[config.mk]
export PLATFORM = sky130hd
export DESIGN_NAME = bankintc_top
export DESIGN_NICKNAME = d
export VERILOG_FILES = /design/src/rtl/bankintc_pkg.sv /design/src/rtl/bankintc_regs.sv /design/src/rtl/bankintc_pend.sv /design/src/rtl/bankintc_prio.sv /design/src/rtl/bankintc_top.sv
export SDC_FILE = /design/constraint.sdc
export NUM_CORES = 1
export LEC_CHECK = 0
export BUFFER_PORTS_ARGS = -buffer_cell sky130_fd_sc_hd__clkbuf_2
export CAP_MARGIN = 10
export CORE_ASPECT_RATIO = 1.5
export CORE_MARGIN = 3
export CORE_UTILIZATION = 60
export CTS_CLUSTER_SIZE = 40
export DETAILED_ROUTE_END_ITERATION = 6
export PLACE_DENSITY_LB_ADDON = 0.05
export SLEW_MARGIN = 25
export SYNTH_ARGS = -nofsm -noshare
export SYNTH_HDL_FRONTEND = slang
export SYNTH_SLANG_ARGS = --single-unit
[constraint.sdc]
create_clock -name clk -period 3.4 [get_ports clk]
set_input_delay 0.51 -clock clk [delete_from_list [all_inputs] [get_ports clk]]
set_output_delay 0.51 -clock clk [all_outputs]
set_load 0.02 [all_outputs]
[src/rtl/bankintc_pkg.sv]
package bankintc_pkg;

  // Register byte offsets; bank k of a group lives at group base + 4*k
  localparam int ADR_VEC   = 8'h00;
  localparam int ADR_BASE  = 8'h04;
  localparam int ADR_PROT  = 8'h08;
  localparam int ADR_NMI   = 8'h0C;
  localparam int ADR_IPEND = 8'h10;
  localparam int ADR_FPEND = 8'h20;
  localparam int ADR_SEL   = 8'h30;
  localparam int ADR_EN    = 8'h40;
  localparam int ADR_MASK  = 8'h50;
  localparam int BANK_STEP = 4;

  typedef enum logic [1:0] {
    TRIG_HIGH = 2'd0,
    TRIG_RISE = 2'd1,
    TRIG_LOW  = 2'd2,
    TRIG_FALL = 2'd3
  } nmi_trig_e;

endpackage

[src/rtl/bankintc_regs.sv]
module bankintc_regs
  import bankintc_pkg::*;
#(
  parameter int NUM_SRC = 81,
  parameter int DW      = 32,
  parameter int AW      = 8,
  parameter int IDXW    = $clog2(NUM_SRC)
) (
  input  logic               clk,
  input  logic               rst_n,
  input  logic [AW-1:0]      bus_addr,
  input  logic               bus_we,
  input  logic [DW-1:0]      bus_wdata,
  output logic [DW-1:0]      bus_rdata,
  input  logic [NUM_SRC-1:0] irq_pend,
  input  logic [NUM_SRC-1:0] fiq_pend,
  input  logic [IDXW-1:0]    vec_idx,
  output logic [NUM_SRC-1:0] en_q,
  output logic [NUM_SRC-1:0] mask_q,
  output logic [NUM_SRC-1:0] sel_q,
  output nmi_trig_e          nmi_ctl_q,
  output logic               nmi_clr
);

  localparam int NBANK = (NUM_SRC + DW - 1) / DW;
  localparam int PADW  = NBANK * DW;
  localparam int TOPW  = NUM_SRC - (NBANK - 1) * DW;

  function automatic logic [AW-1:0] bank_addr(input int base, input int bank);
    return AW'(base + BANK_STEP * bank);
  endfunction

  logic [DW-1:0]   base_q;
  logic            prot_q;
  logic [PADW-1:0] en_p, mask_p, sel_p, ip_p, fp_p;

  // Write-one to bit 0 of IRQ pending bank 0 releases the NMI latch
  assign nmi_clr = bus_we && (bus_addr == AW'(ADR_IPEND)) && bus_wdata[0];

  always_ff @(posedge clk or negedge rst_n) begin
    if (!rst_n) begin
      base_q    <= '0;
      prot_q    <= 1'b0;
      nmi_ctl_q <= TRIG_HIGH;
      en_q      <= '0;
      mask_q    <= '1;
      sel_q     <= '0;
    end else if (bus_we) begin
      if (bus_addr == AW'(ADR_BASE)) base_q    <= bus_wdata;
      if (bus_addr == AW'(ADR_PROT)) prot_q    <= bus_wdata[0];
      if (bus_addr == AW'(ADR_NMI))  nmi_ctl_q <= nmi_trig_e'(bus_wdata[1:0]);
      for (int n = 0; n < NUM_SRC; n++) begin
        if (bus_addr == bank_addr(ADR_EN, n / DW))   en_q[n]   <= bus_wdata[n % DW];
        if (bus_addr == bank_addr(ADR_MASK, n / DW)) mask_q[n] <= bus_wdata[n % DW];
        if (bus_addr == bank_addr(ADR_SEL, n / DW))  sel_q[n]  <= bus_wdata[n % DW];
      end
    end
  end

  // Zero-padded images so unimplemented high bits of the last bank read 0
  always_comb begin
    en_p   = '0; en_p[NUM_SRC-1:0]   = en_q;
    mask_p = '0; mask_p[NUM_SRC-1:0] = mask_q;
    sel_p  = '0; sel_p[NUM_SRC-1:0]  = sel_q;
    ip_p   = '0; ip_p[NUM_SRC-1:0]   = irq_pend;
    fp_p   = '0; fp_p[NUM_SRC-1:0]   = fiq_pend;
  end

  always_comb begin
    bus_rdata = '0;
    if (bus_addr == AW'(ADR_VEC))  bus_rdata = DW'({vec_idx, 2'b00});
    if (bus_addr == AW'(ADR_BASE)) bus_rdata = base_q;
    if (bus_addr == AW'(ADR_PROT)) bus_rdata = DW'(prot_q);
    if (bus_addr == AW'(ADR_NMI))  bus_rdata = DW'(nmi_ctl_q);
    for (int b = 0; b < NBANK; b++) begin
      if (bus_addr == bank_addr(ADR_IPEND, b)) bus_rdata = ip_p[b*DW +: DW];
      if (bus_addr == bank_addr(ADR_FPEND, b)) bus_rdata = fp_p[b*DW +: DW];
      if (bus_addr == bank_addr(ADR_SEL, b))   bus_rdata = sel_p[b*DW +: DW];
      if (bus_addr == bank_addr(ADR_EN, b))    bus_rdata = en_p[b*DW +: DW];
      if (bus_addr == bank_addr(ADR_MASK, b))  bus_rdata = mask_p[b*DW +: DW];
    end
  end

  AST_UNIMPL_ZERO: assert property (@(posedge clk) disable iff (!rst_n)
    (bus_addr == bank_addr(ADR_MASK, NBANK - 1)) |-> ((bus_rdata >> TOPW) == '0));

  AST_PROT_ONE_BIT: assert property (@(posedge clk) disable iff (!rst_n)
    (bus_addr == AW'(ADR_PROT)) |-> (bus_rdata[DW-1:1] == '0));

endmodule

[src/rtl/bankintc_pend.sv]
module bankintc_pend
  import bankintc_pkg::*;
#(
  parameter int NUM_SRC = 81
) (
  input  logic               clk,
  input  logic               rst_n,
  input  logic [NUM_SRC-1:0] src_i,
  input  logic [NUM_SRC-1:0] en_q,
  input  logic [NUM_SRC-1:0] mask_q,
  input  logic [NUM_SRC-1:0] sel_q,
  input  nmi_trig_e          nmi_ctl_q,
  input  logic               nmi_clr,
  output logic [NUM_SRC-1:0] irq_pend,
  output logic [NUM_SRC-1:0] fiq_pend
);

  logic [NUM_SRC-1:0] gate;
  logic               nmi_prev, nmi_q, nmi_hit;

  assign gate = en_q & ~mask_q;

  // Source 0: trigger detect and sticky latch; a new event wins over a clear
  always_comb begin
    unique case (nmi_ctl_q)
      TRIG_HIGH: nmi_hit = src_i[0];
      TRIG_RISE: nmi_hit = src_i[0] & ~nmi_prev;
      TRIG_LOW:  nmi_hit = ~src_i[0];
      TRIG_FALL: nmi_hit = ~src_i[0] & nmi_prev;
      default:   nmi_hit = 1'b0;
    endcase
  end

  always_ff @(posedge clk or negedge rst_n) begin
    if (!rst_n) begin
      nmi_prev <= 1'b0;
      nmi_q    <= 1'b0;
    end else begin
      nmi_prev <= src_i[0];
      if (gate[0] && nmi_hit) nmi_q <= 1'b1;
      else if (nmi_clr)       nmi_q <= 1'b0;
    end
  end

  assign irq_pend[0] = nmi_q & ~sel_q[0];
  assign fiq_pend[0] = nmi_q &  sel_q[0];

  // Sources 1..NUM_SRC-1: level-following pending flops, steered by select
  for (genvar n = 1; n < NUM_SRC; n++) begin : g_lvl
    always_ff @(posedge clk or negedge rst_n) begin
      if (!rst_n) begin
        irq_pend[n] <= 1'b0;
        fiq_pend[n] <= 1'b0;
      end else begin
        irq_pend[n] <= src_i[n] & gate[n] & ~sel_q[n];
        fiq_pend[n] <= src_i[n] & gate[n] &  sel_q[n];
      end
    end
  end

  AST_NMI_HOLD: assert property (@(posedge clk) disable iff (!rst_n)
    (nmi_q && !nmi_clr) |=> nmi_q);

  AST_NMI_FALL_CAUSE: assert property (@(posedge clk) disable iff (!rst_n)
    $fell(nmi_q) |-> $past(nmi_clr));

  AST_GATED_ONLY: assert property (@(posedge clk) disable iff (!rst_n)
    (((irq_pend | fiq_pend) & ~$past(gate) & ~NUM_SRC'(1)) == '0));

  AST_ROUTE_DISJOINT: assert property (@(posedge clk) disable iff (!rst_n)
    ((irq_pend & fiq_pend) == '0));

endmodule

[src/rtl/bankintc_prio.sv]
module bankintc_prio #(
  parameter int NUM_SRC = 81,
  parameter int IDXW    = $clog2(NUM_SRC)
) (
  input  logic               clk,
  input  logic               rst_n,
  input  logic [NUM_SRC-1:0] pend,
  output logic [IDXW-1:0]    idx,
  output logic               vld
);

  // Lowest set bit wins: scan downward so the last hit is the smallest index
  always_comb begin
    idx = '0;
    vld = 1'b0;
    for (int i = NUM_SRC - 1; i >= 0; i--) begin
      if (pend[i]) begin
        idx = IDXW'(i);
        vld = 1'b1;
      end
    end
  end

  AST_VEC_LOWEST: assert property (@(posedge clk) disable iff (!rst_n)
    vld |-> (pend[idx] && ((pend & ~({NUM_SRC{1'b1}} << idx)) == '0)));

  AST_VEC_NONE: assert property (@(posedge clk) disable iff (!rst_n)
    !vld |-> (pend == '0 && idx == '0));

endmodule

[src/rtl/bankintc_top.sv]
module bankintc_top
  import bankintc_pkg::*;
#(
  parameter int NUM_SRC = 81,
  parameter int DW      = 32,
  parameter int AW      = 8
) (
  input  logic               clk,
  input  logic               rst_n,
  input  logic [NUM_SRC-1:0] src_i,
  input  logic [AW-1:0]      bus_addr,
  input  logic               bus_we,
  input  logic [DW-1:0]      bus_wdata,
  output logic [DW-1:0]      bus_rdata,
  output logic               irq_o,
  output logic               fiq_o
);

  localparam int IDXW = $clog2(NUM_SRC);

  logic [NUM_SRC-1:0] en_q, mask_q, sel_q, irq_pend, fiq_pend;
  nmi_trig_e          nmi_ctl_q;
  logic               nmi_clr, vec_vld;
  logic [IDXW-1:0]    vec_idx;

  bankintc_regs #(.NUM_SRC(NUM_SRC), .DW(DW), .AW(AW), .IDXW(IDXW)) u_regs (
    .clk(clk), .rst_n(rst_n), .bus_addr(bus_addr), .bus_we(bus_we),
    .bus_wdata(bus_wdata), .bus_rdata(bus_rdata), .irq_pend(irq_pend),
    .fiq_pend(fiq_pend), .vec_idx(vec_idx), .en_q(en_q), .mask_q(mask_q),
    .sel_q(sel_q), .nmi_ctl_q(nmi_ctl_q), .nmi_clr(nmi_clr)
  );

  bankintc_pend #(.NUM_SRC(NUM_SRC)) u_pend (
    .clk(clk), .rst_n(rst_n), .src_i(src_i), .en_q(en_q), .mask_q(mask_q),
    .sel_q(sel_q), .nmi_ctl_q(nmi_ctl_q), .nmi_clr(nmi_clr),
    .irq_pend(irq_pend), .fiq_pend(fiq_pend)
  );

  bankintc_prio #(.NUM_SRC(NUM_SRC), .IDXW(IDXW)) u_prio (
    .clk(clk), .rst_n(rst_n), .pend(irq_pend), .idx(vec_idx), .vld(vec_vld)
  );

  assign irq_o = |irq_pend;
  assign fiq_o = |fiq_pend;

  AST_IRQ_HAS_VECTOR: assert property (@(posedge clk) disable iff (!rst_n)
    (irq_o == vec_vld));

  AST_IDLE_VECTOR: assert property (@(posedge clk) disable iff (!rst_n)
    !irq_o |-> (vec_idx == '0));

endmodule

-- Word-level counts from Yosys, hierarchy flattened
Cells that the tools add are included.
Widths: inputs -> output; s select.
- memories kept: 0
- bits in writable memories: 0
- output and inout bits: 34
- bits in registers: 440
- word-level logic and storage cells: 647
- ROM bits: 0
- bits in latches: 0
- multiply operators: 0
- add/sub/neg operators: 0
- bitwise gates (word level): 329
- mux-type cells: 103
- reductions and logical operators: 20
- equal/unequal tests: 21
- shift operators: 0
- divide/modulo/power cells: 0
- magnitude comparators: 0
- operators with widths (operator ; number):
    $mux 32 ; 18
    $mux 7 ; 81
    $and 1x1->1 ; 244
    $reduce_or 81->1 ; 2
    $not 1->1 ; 83
    $and 81x81->81 ; 1
    $not 81->81 ; 1
    $eq 8x6->1 const B ; 6
    $eq 8x7->1 const B ; 6
    $eq 8x5->1 const B ; 3
    $reduce_and 2->1 ; 12
    $eq 8x4->1 const B ; 2
    $mux 9 ; 1
    $eq 8x3->1 const B ; 1
    $logic_not 8->1 ; 1
    $eq 2x2->1 const B ; 2
    $pmux 1 s4 ; 1
    $logic_and 1x1->1 ; 3
    $eq 2x1->1 const B ; 1
    $logic_not 2->1 ; 1
    $mux 1 ; 2
    $reduce_bool 2->1 ; 1

-- Longest topological paths before layout
- word-level depth: 100
- depth in mapped cells: 10
- depth with buffers taken out: 7

-- Hierarchy
A second synthesis with hierarchy kept.
- cells, all modules: 1986
- area total of the unflattened synthesis: 22366.5 sq um
- by module, submodules not included (module ; cells each ; instances ; seq. area each (sq um) ; area an instance (sq um)):
    bankintc_regs ; 1410 ; 1 ; 7058.0 ; 15189.6
    bankintc_pend ; 332 ; 1 ; 4053.9 ; 5719.2
    bankintc_prio ; 188 ; 1 ; 0.0 ; 1094.8
    bankintc_top ; 56 ; 1 ; 0.0 ; 362.8

-- Worst setup path before layout
Ideal clock, no wire load.
- kind: input-to-output
- start: input port bus_addr[3]
- end: output port bus_rdata[2]
- stages: 8
- setup slack: 368 ps
- required time: 2890 ps
- arrival: 2522 ps
- path through: buf_2 or4_1 buf_2 nor3_4 buf_4 nor4_1 o211a_1 o31ai_1
- word-level cells in the longest chain between the ends: 20
- elaborated cells between the ends (all ways): 38
- RTL lines (item ; RTL line ; RTL):
    start: declaration ; bankintc_top.sv:11 ; input logic [AW-1:0] bus_addr,
    $logic_not 8->1 ; bankintc_regs.sv:71 ; if (bus_addr == AW'(ADR_VEC)) bus_rdata = DW'({vec_idx, 2'b00});
    $mux 9 ; bankintc_regs.sv:71 ;
    $mux 32 ; bankintc_regs.sv:72 ; if (bus_addr == AW'(ADR_BASE)) bus_rdata = base_q;
    $mux 32 ; bankintc_regs.sv:73 ; if (bus_addr == AW'(ADR_PROT)) bus_rdata = DW'(prot_q);
    $mux 32 ; bankintc_regs.sv:74 ; if (bus_addr == AW'(ADR_NMI)) bus_rdata = DW'(nmi_ctl_q);
    $mux 32 ; bankintc_regs.sv:76 ; if (bus_addr == bank_addr(ADR_IPEND, b)) bus_rdata = ip_p[b*DW +: DW];
    $mux 32 ; bankintc_regs.sv:77 ; if (bus_addr == bank_addr(ADR_FPEND, b)) bus_rdata = fp_p[b*DW +: DW];
    $mux 32 ; bankintc_regs.sv:78 ; if (bus_addr == bank_addr(ADR_SEL, b)) bus_rdata = sel_p[b*DW +: DW];
    (+4 left out) ; n/a ;
    $mux 32 ; bankintc_regs.sv:78 ;
    $mux 32 ; bankintc_regs.sv:79 ; if (bus_addr == bank_addr(ADR_EN, b)) bus_rdata = en_p[b*DW +: DW];
    $mux 32 ; bankintc_regs.sv:80 ; if (bus_addr == bank_addr(ADR_MASK, b)) bus_rdata = mask_p[b*DW +: DW];
    $mux 32 ; bankintc_regs.sv:76 ;
    $mux 32 ; bankintc_regs.sv:77 ;
    $mux 32 ; bankintc_regs.sv:78 ;
    $mux 32 ; bankintc_regs.sv:79 ;
    $mux 32 (*) ; bankintc_regs.sv:80 ;
    end: declaration ; bankintc_top.sv:14 ; output logic [DW-1:0] bus_rdata,
Every way passes the cells marked *; elsewhere a longest branch is shown, timed or not.

-- Worst setup path after layout
- start: register u_pend.irq_pend[66]
- end: output port bus_rdata[6]
- word-level cells in the longest chain between the ends: 86
- RTL lines (item ; RTL line ; RTL):
    start: declaration ; bankintc_pend.sv:14 ; output logic [NUM_SRC-1:0] irq_pend,
    start signal: indexed assignment ; bankintc_pend.sv:55 ; irq_pend[n] <= src_i[n] & gate[n] & ~sel_q[n];
    $mux 7 (67 in a row) ; bankintc_prio.sv:17 ; if (pend[i]) begin
    $mux 9 ; bankintc_regs.sv:71 ;
    $mux 32 ; bankintc_regs.sv:72 ;
    $mux 32 ; bankintc_regs.sv:73 ;
    $mux 32 ; bankintc_regs.sv:74 ;
    $mux 32 ; bankintc_regs.sv:76 ;
    $mux 32 ; bankintc_regs.sv:77 ;
    $mux 32 ; bankintc_regs.sv:78 ;
    (+4 left out) ; n/a ;
    $mux 32 ; bankintc_regs.sv:78 ;
    $mux 32 ; bankintc_regs.sv:79 ;
    $mux 32 ; bankintc_regs.sv:80 ;
    $mux 32 ; bankintc_regs.sv:76 ;
    $mux 32 ; bankintc_regs.sv:77 ;
    $mux 32 ; bankintc_regs.sv:78 ;
    $mux 32 ; bankintc_regs.sv:79 ;
    $mux 32 ; bankintc_regs.sv:80 ;
Every way passes these cells.

==> metrics.md <==
| Metric | Value |
|---|---|
| Status | `finished, violations left` |
| Violated checks | `DRC, setup timing` |
| Fin crit period | `3.575 ns` |
| Worst path cell trace | `or4_4, or4_4, nor2_2, nor3_1, o31ai_1, a31oi_1, o21ai_1, buf_4` |
| Final worst slack | `-0.1745 ns` |
| CTS tree | `built` |
| Deepest clock path buffer count | `3` |
| Largest net degree at the start of global routing | `95` |
| Port bufs | `157` |
| Initial Util | `0.6106` |
| Worst R2R Start | `u_regs.sel_q[45]` |
| Tcrit/Tclk final | `1.051` |
| Number of global-route vias before repair | `between 15000 and 20000` |
| Fill cell count | `2367` |
| Net Count, Synth | `1780` |
| Post-synth top area cell | `dfrtp_1` |
| Post-route ant nets | `0` |
| Seq cells post-synth | `440` |
| Synth cell count leaders | `dfrtp_1 (359), mux2_2 (246), nand2_1 (92)` |
| Final Skew | `0.01745 ns` |
| Fin util | `0.7270` |
| Post-route insts no fill | `2346` |
| R2r endpoint | `u_pend.irq_pend[45]` |
| TritonCTS Buffers | `42` |
| Max-Cap Viols | `0` |
| Sinks on Clock Net | `440` |
| Remaining DRCs | `1` |
| Clk slew on worst S/H paths | `approximately 0.070 ns` |
| Core area | `0.03345 mm2` |
| Final setup violation count | `5` |
| Top-Level Pins | `about 160` |
| GPL Wtd Cong | `1.030` |
| Clk Latency, worst-skew pair | `approximately 0.56 ns` |
| Critical path class | `reg -> out` |
| DR vias/cell | `roughly 7` |
| Nets | `a little over 2000` |
| DIE WIDTH | `156.6 um` |
| Drt total wl | `71590 um` |
| Synth cell types | `70` |
| Pleak | `~12 nW` |
| Die area | `0.03633 mm2` |
| Max Fclk | `approximately 280 MHz` |
| Power Density | `477.1 mW/mm2` |
| Worst-margin pin slew | `0.7983 ns` |
| CP delay by family, top | `simple AND/OR/NAND/NOR gates` |
| Layout cell share with drive strength beyond 1 | `0.3865` |
| Initial drt markers | `around 1900` |
| Critical Path RT | `just under 3 ns` |
| Power Total | `0.01160 W` |
| Estimated wirelength of the detail-placed design | `~50000 um` |
| Vias | `16630` |
| Slew HR | `0.4678` |
| Area share of the largest cell type after synthesis | `0.4399` |
| GRT Util Overall | `0.3942` |
| WP data arrival | `3.06 ns` |
| Avg WL per Cell | `30.51 um` |
| Post-synthesis cell area | `0.02042 mm2` |
| Row cnt | `82` |
| Area Growth Syn to Fin | `19.06%` |
| Drt first pass iters | `7` |
| Largest stage delay, worst path | `0.54 ns` |
| Area of the multi-input gates | `0.009112 mm2` |
| Initial antenna violation count | `0` |
| Worst r2r path cells | `1` |
| Final Hold Vio Count | `0` |
| Slew Viols, Final | `0` |
| Startpoint type of the worst setup path | `register` |
| Top-count cell post-synth | `dfrtp_1` |
| Reg area | `about 0.011 mm2` |
| Worst path slowest cell | `or4_4` |
| Post-synth top flop | `dfrtp_1` |
| CTS hold repair buffers | `0` |
| CP Buf/Inv Count | `1` |
| Chip height | `approximately 230 um` |
| RSZ-0062 raised after global routing | `yes` |
| Dominant cells by area after synthesis | `dfrtp_1 (44%), mux2_2 (14%), dfstp_2 (10%), and4b_1 (2.6%), nor4bb_1 (2.6%)` |
| Global route overflow | `0` |
| Maximum fanout along the worst path | `2` |
| Post-Syn Instances | `1656` |
| Root Buffer | `clkbuf_16` |
| Critical path's most frequent cell | `or4_4` |
| Syn Area/Cell | `between 10 and 15 um2` |
| Async set-or-reset flop fraction in the synthesized netlist | `1.000` |
| Global-route wire length before repair | `106300 um` |
| H-tree levels | `2` |
| Placed insts | `2261` |
| Sequential share of the synthesized area | `0.5441` |
| CP Capture Type | `output port` |
| Worst vdd rail ir drop | `0.4553 mV` |
| Pre-CTS WS | `0.03850 ns` |
| Number of synthesized flops with an enable pin | `0` |
| Reg-to-reg slack, setup | `2.20 ns` |
| Synth warn | `0` |
| Hold Crit Class | `in -> async` |
worst max path at each step:
stage,start,end,slack (ns),cells after the start
after floorplan,bus_addr[3],bus_rdata[2],0.37,8
after global placement,u_pend.irq_pend[60],bus_rdata[8],-0.004,8
after detailed placement,bus_addr[3],bus_rdata[2],0.04,11
after CTS,u_pend.irq_pend[66],bus_rdata[6],-0.17,8
after global routing,u_pend.irq_pend[70],bus_rdata[6],-0.20,8
final,u_pend.irq_pend[66],bus_rdata[6],-0.17,8
final cells by class:
cell class | instances | share of cell area
well taps | 420 | 0.02161
diodes | 1 | 0.0001029
clock inverters | 16 | 0.008748
inverters | 17 | 0.002624
flip-flops and latches | 440 | 0.4571
repair buffers | 288 | 0.08434
clock buffers | 61 | 0.05074
multi-input cells | 1103 | 0.3748
cells in the final DEF, fill, tap and decap left out, types with 44 or more instances in the layout:
cell type  synthesis  layout
nor4bb_1          53      53
nand2_1           92      88
mux2_2           246     246
and4b_1           54      54
a221oi_1          48      47
dfrtp_1          359     358
clkbuf_2           0     148
dfstp_2           81      81
nor2_1            69      66
buf_4              1     116
a22oi_1           44      44
layer usage:
metal	track usage	vias to the layer above	part of all wire
li1	-	6888	-
met3	0.07459	295	0.088
met1	0.4904	8458	0.36
met2	0.6431	989	0.48
met5	0	-	0
met4	0.2269	0	0.070
report_power, final:
group,internal (W),switching (W),total (W)
sequential,0.00546,0.000204,0.00567
clock,0.00291,0.00204,0.00495
combinational,0.000430,0.000558,0.000988
total,0.00880,0.00280,0.0116
metrics by stage:
step	setup TNS (ns)	cell area [um2]	hold WS, ns
global route	-0.6429	24310	0.05546
CTS	-0.4748	24180	0.02439
finish	-0.3851	24310	0.008213
detailed placement	0	22500	0.4635
floorplan	0	20420	0.2144
global placement	-0.003532	22500	0.4459
kinds of logic (layout without fill, tap and decap cells):
logic type	Yosys count	in the layout	share of synthesized area
simple gates	505	505	0.1567
flops	440	440	0.5441
mux	308	308	0.1683
compound gates	290	290	0.1061
buf+inv	113	382	0.02475
other cells	0	1	0
sequential cells by signal, indices dropped and copies added (netlist names):
| register | count |
|---|---|
| u_pend.fiq_pend | 80 |
| u_regs.sel_q | 81 |
| u_regs.prot_q | 1 |
| u_regs.en_q | 81 |
| u_regs.mask_q | 81 |
| u_regs.nmi_ctl_q | 2 |
| u_pend.irq_pend | 80 |
| u_pend.nmi_q | 1 |
| u_regs.base_q | 32 |
| u_pend.nmi_prev | 1 |
repair_timing:
action	4_1_cts	5_1_grt
gates resized for setup	36	33
gates cloned	0	0
setup endpoints to repair	7	9
pin swaps	15	13
setup buffers	6	1
endpoints found under the hold margin	0	0
Power figures use the tool's default switching activity.
